[config.mk]
export PLATFORM = sky130hd
export DESIGN_NAME = rloop_top
export DESIGN_NICKNAME = d
export VERILOG_FILES = /design/src/rtl/rloop_pkg.sv /design/src/rtl/rloop_slot_ctr.sv /design/src/rtl/rloop_ring.sv /design/src/rtl/rloop_top.sv
export SDC_FILE = /design/constraint.sdc
export NUM_CORES = 1
export LEC_CHECK = 0
export BUFFER_PORTS_ARGS = -buffer_cell sky130_fd_sc_hd__buf_4
export CAP_MARGIN = 20
export CORE_UTILIZATION = 55
export CTS_CLUSTER_SIZE = 10
export DETAILED_ROUTE_END_ITERATION = 8
export PLACE_DENSITY = 0.83
export SETUP_SLACK_MARGIN = 0.4
export SYNTH_ARGS = -nofsm -noshare
export SYNTH_HDL_FRONTEND = slang
export SYNTH_SLANG_ARGS = --single-unit
export TNS_END_PERCENT = 100
[constraint.sdc]
create_clock -name clk -period 1.4 [get_ports clk]
set_input_delay 0 -clock clk [delete_from_list [all_inputs] [get_ports clk]]
set_output_delay 0 -clock clk [all_outputs]
set_load 0.01 [all_outputs]
[src/rtl/rloop_pkg.sv]
package rloop_pkg;

  // Number of registers in the recirculating ring for period p and tap count m.
  function automatic int unsigned loop_len(input int unsigned p, input int unsigned m);
    return p * m - 1;
  endfunction

  // Ring position (registers after the selector) of tap j, j counted from 1.
  function automatic int unsigned tap_depth(input int unsigned p, input int unsigned j);
    return j * p - 1;
  endfunction

  // Delay, in clock cycles, that tap j shows in slot i of the equivalent long line.
  function automatic int unsigned line_delay(input int unsigned p, input int unsigned m,
                                             input int unsigned i, input int unsigned j);
    return ((p - 1 - i) * m + (j - 1)) * p;
  endfunction

endpackage

[src/rtl/rloop_slot_ctr.sv]
module rloop_slot_ctr #(
  parameter int P = 4,
  localparam int SW = (P > 1) ? $clog2(P) : 1
) (
  input  logic          clk,
  input  logic          rst_n,
  input  logic          slot0_strobe,
  output logic [SW-1:0] slot_idx,
  output logic          slot_zero
);

  localparam logic [SW-1:0] LAST = SW'(P - 1);

  logic [SW-1:0] cnt_q;

  // The strobe overrides the stored count for the current cycle.
  assign slot_idx  = slot0_strobe ? '0 : cnt_q;
  assign slot_zero = (slot_idx == '0);

  always_ff @(posedge clk) begin
    if (!rst_n)                cnt_q <= '0;
    else if (slot_idx == LAST) cnt_q <= '0;
    else                       cnt_q <= slot_idx + SW'(1);
  end


  strobe_align_chk: assert property (@(posedge clk) disable iff (!rst_n)
    slot0_strobe |=> (slot0_strobe || slot_idx == SW'(1)));


  slot_wrap_chk: assert property (@(posedge clk) disable iff (!rst_n)
    (slot_idx == LAST) |=> (slot0_strobe || slot_idx == '0));


  slot_step_chk: assert property (@(posedge clk) disable iff (!rst_n)
    (slot_idx != LAST) |=> (slot0_strobe || slot_idx == SW'($past(slot_idx) + SW'(1))));

endmodule

[src/rtl/rloop_ring.sv]
module rloop_ring #(
  parameter int W   = 16,
  parameter int LEN = 11
) (
  input  logic                   clk,
  input  logic                   rst_n,
  input  logic                   take_new,
  input  logic [W-1:0]           din,
  output logic [LEN:1][W-1:0]    stage_o
);

  logic [LEN:1][W-1:0] stage_q;
  logic [W-1:0]        feed;
  logic [W-1:0]        ring_tail;

  assign ring_tail = stage_q[LEN];
  // The single 2-to-1 selector of the loop.
  assign feed      = take_new ? din : ring_tail;

  always_ff @(posedge clk) begin
    if (!rst_n) stage_q[1] <= '0;
    else        stage_q[1] <= feed;
  end

  for (genvar k = 2; k <= LEN; k++) begin : g_stage
    always_ff @(posedge clk) begin
      if (!rst_n) stage_q[k] <= '0;
      else        stage_q[k] <= stage_q[k-1];
    end


    shift_chk: assert property (@(posedge clk) disable iff (!rst_n)
      1'b1 |=> stage_q[k] == $past(stage_q[k-1]));
  end

  assign stage_o = stage_q;


  load_new_chk: assert property (@(posedge clk) disable iff (!rst_n)
    take_new |=> stage_q[1] == $past(din));


  recirc_chk: assert property (@(posedge clk) disable iff (!rst_n)
    !take_new |=> stage_q[1] == $past(ring_tail));

endmodule

[src/rtl/rloop_top.sv]
module rloop_top
  import rloop_pkg::*;
#(
  parameter int P = 4,
  parameter int M = 3,
  parameter int W = 16
) (
  input  logic                 clk,
  input  logic                 rst_n,
  input  logic                 slot0_i,
  input  logic [W-1:0]         din_i,
  output logic [M-1:0][W-1:0]  tap_o,
  output logic [W-1:0]         exit_o
);

  localparam int LEN = int'(loop_len(P, M));
  localparam int SW  = (P > 1) ? $clog2(P) : 1;

  logic [SW-1:0]       slot_idx;
  logic                slot_zero;
  logic [LEN:1][W-1:0] ring;

  rloop_slot_ctr #(.P(P)) u_ctr (
    .clk          (clk),
    .rst_n        (rst_n),
    .slot0_strobe (slot0_i),
    .slot_idx     (slot_idx),
    .slot_zero    (slot_zero)
  );

  rloop_ring #(.W(W), .LEN(LEN)) u_ring (
    .clk      (clk),
    .rst_n    (rst_n),
    .take_new (slot_zero),
    .din      (din_i),
    .stage_o  (ring)
  );

  // Taps sit at fixed ring positions: no selection logic per tap.
  for (genvar j = 1; j <= M; j++) begin : g_tap
    localparam int POS = int'(tap_depth(P, j));
    assign tap_o[j-1] = ring[POS];
  end

  assign exit_o = ring[LEN];

  // a value held across a slot-0 boundary at the first stage recirculates
  // unchanged whatever din_i does outside slot 0.
  ignore_din_chk: assert property (@(posedge clk) disable iff (!rst_n)
    !slot_zero |=> ring[1] == $past(exit_o));

  // the value leaving the ring in slot 0 is pushed out by the new sample.
  exit_replace_chk: assert property (@(posedge clk) disable iff (!rst_n)
    slot_zero |=> ring[1] == $past(din_i));

endmodule

==> reports/metrics.csv, run 1 <==
metric,value,unit
cp_data_arrival_time,1700,ps
path_max_fanout,5,
drc,0,
dp_cells,598,
power.total,9.959,mW
antenna_left,0,
dieHeight,101.9,um
grt_pass1_wl,15520,um
grt_pass1_vias,2980,
required,1810,ps
p_seq_share,51.8,%
post-place-ws,108.4,ps
slew_headroom,71.57,%
status,"finished, final reports clean",
grt-ovfl-total,0,
vias,2916,
yosysTopAreaCell,dfxtp_1,
finalNonFillerCells,656,
fin_setup_tns,0,ps
synth.distinct_cells,14,
core-area,0.009729,mm2
holdWs,20.51,ps
fp.dieW,101.9,um
ir_worst_vdd,0.8834,mV
intPower,7.772,mW
worstHoldPathType,input pin to register,
std_cell_rows,36,
initialDrtViolationCount,117,
wirelength,10260,um
syn2layout_area_growth,27.15,%
ioPinCount,83,
skew,11.21,ps
routed_via_density,4.445,
syn-num-nets,484,
cap_viol_max_count,0,
cts_root_buf,clkbuf_8,
endpoint_kind,register,
hold_viol,0,
portBuffers,82,
path_clk_slew,70,ps
sw_frac_of_total,21.96,%
p_per_area,1426,mW/mm2
regToRegStartpoint,u_ctr.cnt_q[0],
cts_made_buffers,17,
crit_slowest_cell,dfxtp_2,
tightest_slew,426.5,ps
yosys-top-cells-area,"dfxtp_1 (65%), and2_1 (18%), buf_4 (9.2%)",
antenna_found_initial,0,
first_pass_iters,4,
slew_viol_final,0,
yosysSeqAreaShare,64.86,%
p_switching,2.187,mW
hold_buffers,17,
worstSetupPathType,register to register,
pwr-share-comb,3.8,%
antenna_cells,0,
holdCritStartpoint,slot0_i,
start_util,56.47,%
ys.warnings.count,0,
layout_min_cycle_time,1289,ps
synthCells,463,
p_clk_share,44.4,%
grtUsageTotal,21.30,%
ys_ff_latch,178,
rsz0062_at_grt,true,
syn_area,0.005494,mm2
cts_tree,built,
die_area,0.01039,mm2
clk_latency,530,ps
dpl.hpwl,5419,um
grt_max_degree,58,
timing.final.ws_setup,110.9,ps
power.leakage,3.066,nW
cts.sinks,178,
synth_top_area_share,64.86,%
crit_chain,nor2b_4 > inv_2 > ha_4 > buf_8 > mux2i_2 > nor2b_1,
max-clock-path-buffers,2,
cp-startpoint,u_ctr.cnt_q[0],
crit_path_max_incr_delay,310,ps
gp_congestion,0.7367,
wl_per_cell,15.64,um
setup_viol,0,
fmax,0.7757,GHz
finalCritPeriodShare,92.08,%
drive_gt1_share,35.56,%
avgSynthCellArea,11.87,um2
start_kind,register,
htree_levels,4,
nets,531,
repair_timing:
action                     CTS  global route
pin swaps                    0             2
gates cloned                 1             0
setup buffers                6             2
setup endpoints to repair   74            77
resized for setup          107            37
hold endpoints to repair    56             1
worst max-delay path: cells and delay by family, from the launching register on:
family | cells | cell delay (ps)
flip-flops | 1 | 310
multiplexers | 1 | 240
buffers and inverters | 2 | 210
AND/OR/NAND/NOR | 2 | 200
adder cells (fa/ha/maj) | 1 | 200
synth_stat cells (all sizes together):
cell	number
and2	160
and3b	1
buf	72
clkbuf	13
dfxtp	178
ha	2
inv	2
mux2i	16
nand2b	1
nor2b	17
nor3b	1
state kept, by name, indices dropped and copies added, names as in the netlist:
name / count
u_ring.ring_tail: 16
u_ring.stage_o: 160
u_ctr.cnt_q: 2
metal layers:
layer | GRT usage, % | part of all wire [%]
met5 | 0 | 0
met4 | 8.462 | 1.3
met3 | 7.319 | 4.6
met2 | 35.65 | 50
met1 | 25.24 | 44
cells by family after synthesis:
kind of cell	count (synthesis)	share of synthesized area (%)
simple gates	180	20.56
mux	16	2.915
flops	178	64.86
buf+inv	87	11.20
fa+ha+maj	2	0.4554
cell usage in the layout (no fill, tap or decap), drive strengths merged:
cell type	synthesis	routed
dlygate4sd3	0	17
mux2i	16	16
and2	160	160
nand2b	1	1
nor2b	17	17
clkinv	0	7
ha	2	2
clkbuf	13	19
nor3b	1	1
clkinvlp	0	2
dfxtp	178	178
and3b	1	1
buf	72	96
inv	2	5
bufinv	0	1
final timing paths:
check / end / slack, ps / cells past startpoint
worst max-delay path: u_ring.stage_o[3] / 110 / 6
worst min-delay path: u_ctr.cnt_q[0] / 20 / 5
worst max register to register: u_ring.stage_o[3] / 110 / 6
worst min register to register: u_ring.stage_o[77] / 430 / 1
cell type report:
class                   instances  area, um2
inverters                       2      7.507
multi-input cells             198       1384
fillers                       628       2744
clock inverters                13      128.9
well taps                     133      166.4
clock buffers                  19      431.7
flip-flops and latches        178       3660
repair buffers                113       1207
stage by stage:
stage / utilization [%] / cell area [um2]
after global routing: 71.80 / 6985
after detailed placement: 59.13 / 5753
after floorplan: - / 5508
after CTS: 70.41 / 6850
after global placement: 59.13 / 5753
final: 71.80 / 6985
power groups by stage:
stage / clock network (mW) / logic [mW] / registers, mW
floorplan: 0 / 0.197 / 5.27
global placement: 0 / 0.258 / 5.29
detailed placement: 0 / 0.269 / 5.29
CTS: 4.48 / 0.349 / 5.18
global route: 4.73 / 0.409 / 5.16
finish: 4.42 / 0.380 / 5.16
Power figures use the tool's default switching activity.
==> run 2: changes to the inputs <==
--- a/config.mk
+++ b/config.mk
@@ -12,4 +12,5 @@
 export DETAILED_ROUTE_END_ITERATION = 8
 export PLACE_DENSITY = 0.83
+export REMOVE_ABC_BUFFERS = 1
 export SETUP_SLACK_MARGIN = 0.4
 export SYNTH_ARGS = -nofsm -noshare
==> constraint.sdc (replaced) <==
create_clock -name clk -period 1.4 [get_ports clk]
set_input_delay 0 -clock clk [delete_from_list [all_inputs] [get_ports clk]]
set_output_delay 0 -clock clk [all_outputs]
set_load 0.05 [all_outputs]
==> run 2 against run 1 <==
  * Largest power group unchanged
  * Total power grew 1.0%
  * Fmax grew 6.0%
  * Wire length shrank 11%
  * Sequential power is essentially flat
==> reports/metrics.csv, run 2 (synthesis results as in run 1) <==
metric,value,unit,change
grt_pass1_wl,14460,um,was 15520 um
skew,13.14,ps,was 11.21 ps
cts_tree,built,,unchanged
gr-usage-met2,33.37,%,was 35.65%
core-area,0.009729,mm2,unchanged
status,"finished, final reports clean",,unchanged
p_per_area,1400,mW/mm2,was 1426 mW/mm2
hold_depth,6,,was 5
drc,0,,unchanged
grtUsageTotal,18.67,%,was 21.30%
vias,2839,,was 2916
antenna_cells,0,,unchanged
largest_register_ffs,160,,unchanged
cap_viol_max_count,0,,unchanged
portBuffers,82,,unchanged
timing.final.ws_setup,184.0,ps,was 110.9 ps
dp_cells,597,,was 598
holdWs,161.6,ps,was 20.51 ps
setup_viol,0,,unchanged
cts.sinks,178,,unchanged
hold_viol,0,,unchanged
worstHoldPathType,input pin to register,,unchanged
endpoint_kind,register,,unchanged
path_max_fanout,8,,was 5
slew_headroom,82.10,%,was 71.57%
finalCritPeriodShare,86.86,%,was 92.08%
post-place-ws,44.48,ps,was 108.4 ps
reg2reg_slack,180,ps,was 110 ps
drive_gt1_share,34.92,%,was 35.56%
grt_busiest_layer,met2,,unchanged
fin_setup_tns,0,ps,unchanged
place_area,0.005723,mm2,was 0.005753 mm2
antenna_found_initial,0,,unchanged
postLayoutCellArea,0.007187,mm2,was 0.006985 mm2
wl_per_cell,13.93,um,was 15.64 um
cp-startpoint,u_ctr.cnt_q[0],,unchanged
grt-ovfl-total,0,,unchanged
layout_common_cells,"and2_1 (160), dfxtp_1 (130), buf_8 (61)",,"was and2_1 (160), dfxtp_1 (129), buf_6 (65)"
clk_latency,500,ps,was 530 ps
power.total,10.06,mW,was 9.959 mW
crit_path_max_incr_delay,310,ps,about the same
grt_max_degree,94,,was 58
start_util,56.47,%,unchanged
std_cell_rows,36,,unchanged
ioPinCount,83,,unchanged
regToRegStartpoint,u_ctr.cnt_q[0],,unchanged
antenna_left,0,,unchanged
wirelength,9149,um,was 10260 um
fp.dieW,101.9,um,unchanged
routed_via_density,4.321,,was 4.445
required,1790,ps,was 1810 ps
slew_viol_final,0,,unchanged
grt_pass1_vias,2933,,was 2980
ir_worst_vdd,0.9079,mV,was 0.8834 mV
min_to,u_ctr.cnt_q[0],,unchanged
initialDrtViolationCount,57,,was 117
start_kind,register,,unchanged
die_area,0.01039,mm2,unchanged
fin_util,73.87,%,was 71.80%
tightest_slew,268.5,ps,was 426.5 ps
reg2regPathDepth,6,,unchanged
holdCritStartpoint,slot0_i,,unchanged
nets,533,,was 531
r2r_end,u_ring.stage_o[8],,was u_ring.stage_o[3]
worstSetupPathType,register to register,,unchanged
gp_congestion,0.6813,,was 0.7367
fmax,0.8224,GHz,was 0.7757 GHz
cp_data_arrival_time,1610,ps,was 1700 ps
path_clk_slew,70,ps,about the same
grtUsageMet3,5.951,%,was 7.319%
crit_slowest_cell,dfxtp_1,,was dfxtp_2
first_pass_iters,6,,was 4
rsz0062_at_grt,true,,unchanged
power.leakage,3.133,nW,was 3.066 nW
max-clock-path-buffers,2,,unchanged
syn2layout_area_growth,30.81,%,was 27.15%
crit_chain,nor2b_4 > inv_2 > ha_4 > buf_8 > mux2i_2 > nor2b_1,,unchanged
cts_root_buf,clkbuf_8,,unchanged
layout_min_cycle_time,1216,ps,was 1289 ps
dieHeight,101.9,um,unchanged
finalNonFillerCells,657,,was 656
cts_made_buffers,17,,unchanged
dpl.hpwl,4706,um,was 5419 um
htree_levels,4,,unchanged
met1_usage,21.35,%,was 25.24%
mostFrequentLayoutCell,and2_1,,unchanged
fillers,633,,was 628
run 2: cell types whose count changed in the layout (fill, tap and decap cells not counted), moves of 2 or more:
cell      before  now
buf_6         65    5
buf_8          2   61
buf_4         25   29
clkinv_4       6    3
dfxtp_2       35   32
dfxtp_4       14   16
mux2i_1       12   14
run 2: power by group:
| group | internal (mW) | switching [mW] | leakage [nW] | total (mW) |
|---|---|---|---|---|
| Combinational | 0.206 | 0.187 | 1.39 | 0.393 |
| Sequential | 5.11 | 0.0277 | 1.47 | 5.14 |
| Clock | 2.57 | 1.96 | 0.270 | 4.53 |
run 2: final cells by class:
class / instances / area, um2 / area share [%]
sequential: 178 / 3664 / 50.97
timing repair buffer: 115 / 1420 / 19.76
multi-input combinational: 198 / 1360 / 18.92
clock buffer: 18 / 417.9 / 5.815
tap: 133 / 166.4 / 2.315
clock inverter: 13 / 151.4 / 2.107
inverter: 2 / 7.507 / 0.1045
run 2: how the worst max path moves through the flow:
stage / end
floorplan: u_ring.stage_o[0]
global placement: u_ring.stage_o[15]
detailed placement: u_ring.stage_o[8]
CTS: u_ring.stage_o[8]
global route: u_ring.stage_o[6]
finish: u_ring.stage_o[8]
run 2: layer usage:
metal | wire [um] | part of all wire [%]
met1 | 3999 | 44
met2 | 4791 | 52
met4 | 24 | 0.26
met5 | 0 | 0
met3 | 333 | 3.6
run 2: critical path: cells and delay by family (launching register included):
| family | cells | cell delay, ps |
|---|---|---|
| adders and majority gates | 1 | 170 |
| buffers and inverters | 2 | 210 |
| DFF | 1 | 310 |
| muxes | 1 | 190 |
| and+or+nand+nor | 2 | 220 |
run 2: timing repair:
item	in CTS	in global routing
hold buffers	17	0
setup buffers	11	1
resized for setup	184	19
setup endpoints to repair	81	82
hold endpoints to repair	18	0
pin swaps	0	1
==> run 3: changes to the inputs <==
CELL_PAD_IN_SITES_DETAIL_PLACEMENT = 0   (was default)
CELL_PAD_IN_SITES_GLOBAL_PLACEMENT = 1   (was default)
CORE_UTILIZATION = 44   (was 55)
MAX_ROUTING_LAYER = met4   (was default)
SETUP_SLACK_MARGIN = 0.5   (was 0.4)
==> run 3 against run 2 <==
  * Via count decreased by 1.2%
  * Combinational power increased by 6.9%
  * Flip-flop and latch count unchanged
  * Design area increased by 2.8%
  * Die area increased by 24%
  * Wire length decreased by 4.5%
  * Critical path depth unchanged
  * Largest cell class unchanged
  * Highest routed layer unchanged
==> reports/metrics.csv, run 3 (synthesis results as in run 1) <==
metric,value,unit,change
skew,11.06,ps,was 13.14 ps
cts.sinks,178,,unchanged
fp.dieW,113.7,um,was 101.9 um
wirelength,8735,um,was 9149 um
layout_min_cycle_time,1220,ps,was 1216 ps
status,"finished, final reports clean",,unchanged
timing.final.ws_setup,179.7,ps,was 184.0 ps
drive_gt1_share,35.23,%,was 34.92%
ir_worst_vdd,1.069,mV,was 0.9079 mV
grt_max_degree,84,,was 94
fin_setup_tns,0,ps,unchanged
core-area,0.01211,mm2,was 0.009729 mm2
grt_busiest_layer,met2,,unchanged
nets,536,,was 533
post-place-ws,27.18,ps,was 44.48 ps
path_clk_slew,60,ps,was 70 ps
clk_latency,420,ps,was 500 ps
p_per_area,1470,mW/mm2,was 1400 mW/mm2
max-clock-path-buffers,2,,unchanged
worstSetupPathType,register to register,,unchanged
hold_viol,0,,unchanged
finalCritPeriodShare,87.16,%,was 86.86%
regToRegStartpoint,u_ctr.cnt_q[0],,unchanged
fmax,0.8195,GHz,was 0.8224 GHz
fin_util,60.97,%,was 73.87%
start_util,45.36,%,was 56.47%
holdCritStartpoint,rst_n,,was slot0_i
ioPinCount,83,,unchanged
syn2layout_area_growth,34.41,%,was 30.81%
grtUsageMet3,6.111,%,was 5.951%
first_pass_iters,4,,was 6
r2r_end,u_ctr.cnt_q[1],,was u_ring.stage_o[8]
endpoint_kind,register,,unchanged
layout_common_cells,"and2_1 (160), dfxtp_1 (130), buf_8 (61)",,unchanged
worstHoldPathType,input pin to register,,unchanged
grt-ovfl-total,0,,unchanged
start_kind,register,,unchanged
cp-startpoint,u_ctr.cnt_q[0],,unchanged
seq_area,0.003664,mm2,unchanged
htree_levels,4,,unchanged
slew_viol_final,0,,unchanged
largest_register_ffs,160,,unchanged
mostFrequentLayoutCell,and2_1,,unchanged
portBuffers,82,,unchanged
dieHeight,113.7,um,was 101.9 um
antenna_found_initial,0,,unchanged
vias,2806,,was 2839
multiInputGateArea,0.001360,mm2,unchanged
cts_tree,built,,unchanged
met1_usage,17.42,%,was 21.35%
slew_headroom,57.58,%,was 82.10%
cts_made_buffers,17,,unchanged
hold_depth,3,,was 6
antenna_left,0,,unchanged
power.leakage,3.230,nW,was 3.133 nW
gr-usage-met2,23.66,%,was 33.37%
initialDrtViolationCount,66,,was 57
setup_viol,0,,unchanged
path_max_fanout,2,,was 8
reg2reg_slack,180,ps,about the same
fillers,956,,was 633
cp_data_arrival_time,1540,ps,was 1610 ps
drc,0,,unchanged
grtUsageTotal,15.26,%,was 18.67%
rsz0062_at_grt,true,,unchanged
gp_congestion,0.7028,,was 0.6813
cap_viol_max_count,0,,unchanged
routed_via_density,4.032,,was 4.321
power.total,10.86,mW,was 10.06 mW
reg2regPathDepth,6,,unchanged
wl_per_cell,12.55,um,was 13.93 um
grt_pass1_wl,14110,um,was 14460 um
antenna_cells,0,,unchanged
min_to,u_ring.stage_o[47],,was u_ctr.cnt_q[0]
cts_root_buf,clkbuf_16,,was clkbuf_8
std_cell_rows,40,,was 36
die_area,0.01294,mm2,was 0.01039 mm2
grt_pass1_vias,2865,,was 2933
dpl.hpwl,4499,um,was 4706 um
tightest_slew,636.3,ps,was 268.5 ps
required,1720,ps,was 1790 ps
run 3: cell types whose count changed in the layout (fill, tap and decap cells not counted), sizes merged:
| cell | previous run | this run |
|---|---|---|
| clkinvlp | 3 | 0 |
| inv | 6 | 2 |
| dlymetal6s4s | 0 | 1 |
| buf | 98 | 100 |
| clkinv | 4 | 5 |
| clkbuf | 18 | 21 |
| bufinv | 2 | 6 |
run 3: per-stage QoR:
| step | cell area (um2) | instances | hold WS, ps |
|---|---|---|---|
| 6_report | 7385 | 696 | 113.6 |
| 3_5_place_dp | 5779 | 632 | 272.0 |
| 2_1_floorplan | 4886 | 378 | 121.7 |
| 5_1_grt | 7385 | 696 | 112.2 |
| 3_3_place_gp | 5779 | 632 | 255.4 |
| 4_1_cts | 7312 | 695 | 93.03 |
run 3: critical path, stage by stage, from the launching register on:
cell	delay [ps]
dfxtp_1	300
nor2b_4	120
buf_4	120
buf_6	100
buf_6	110
ha_4	200
and3b_1	170
run 3: timing repair:
| action | in CTS | in global routing |
|---|---|---|
| resized for setup | 184 | 18 |
| endpoints found under the hold margin | 37 | 0 |
| setup buffers | 12 | 1 |
| hold buffers | 18 | 0 |
| pin swaps | 2 | 0 |
| setup endpoints to repair | 82 | 103 |
| cloned | 1 | 0 |
run 3: worst max path at each step:
stage / end / depth (start not counted)
after CTS: u_ring.stage_o[6] / 6
after global placement: u_ring.stage_o[8] / 6
final: u_ctr.cnt_q[1] / 6
after global routing: u_ring.stage_o[0] / 6
after floorplan: u_ring.stage_o[0] / 5
after detailed placement: u_ring.stage_o[6] / 6
run 3: where the power goes:
| part | switching [mW] | internal [mW] | leakage [nW] |
|---|---|---|---|
| Clock | 1.82 | 3.47 | 0.337 |
| Sequential | 0.0268 | 5.11 | 1.47 |
| Combinational | 0.196 | 0.224 | 1.42 |
run 3: routing by layer:
layer	up-vias	share of wire [%]
li1	1444	-
met1	1292	46
met3	8	4.1
met4	0	0.98
met5	-	0
met2	62	49
run 3: final cells by class:
type	count	area share [%]
multi-input combinational	198	18.42
clock inverter	11	2.779
clock buffer	21	6.371
timing repair buffer	118	19.87
sequential	178	49.61
inverter	2	0.1017
tap	168	2.846
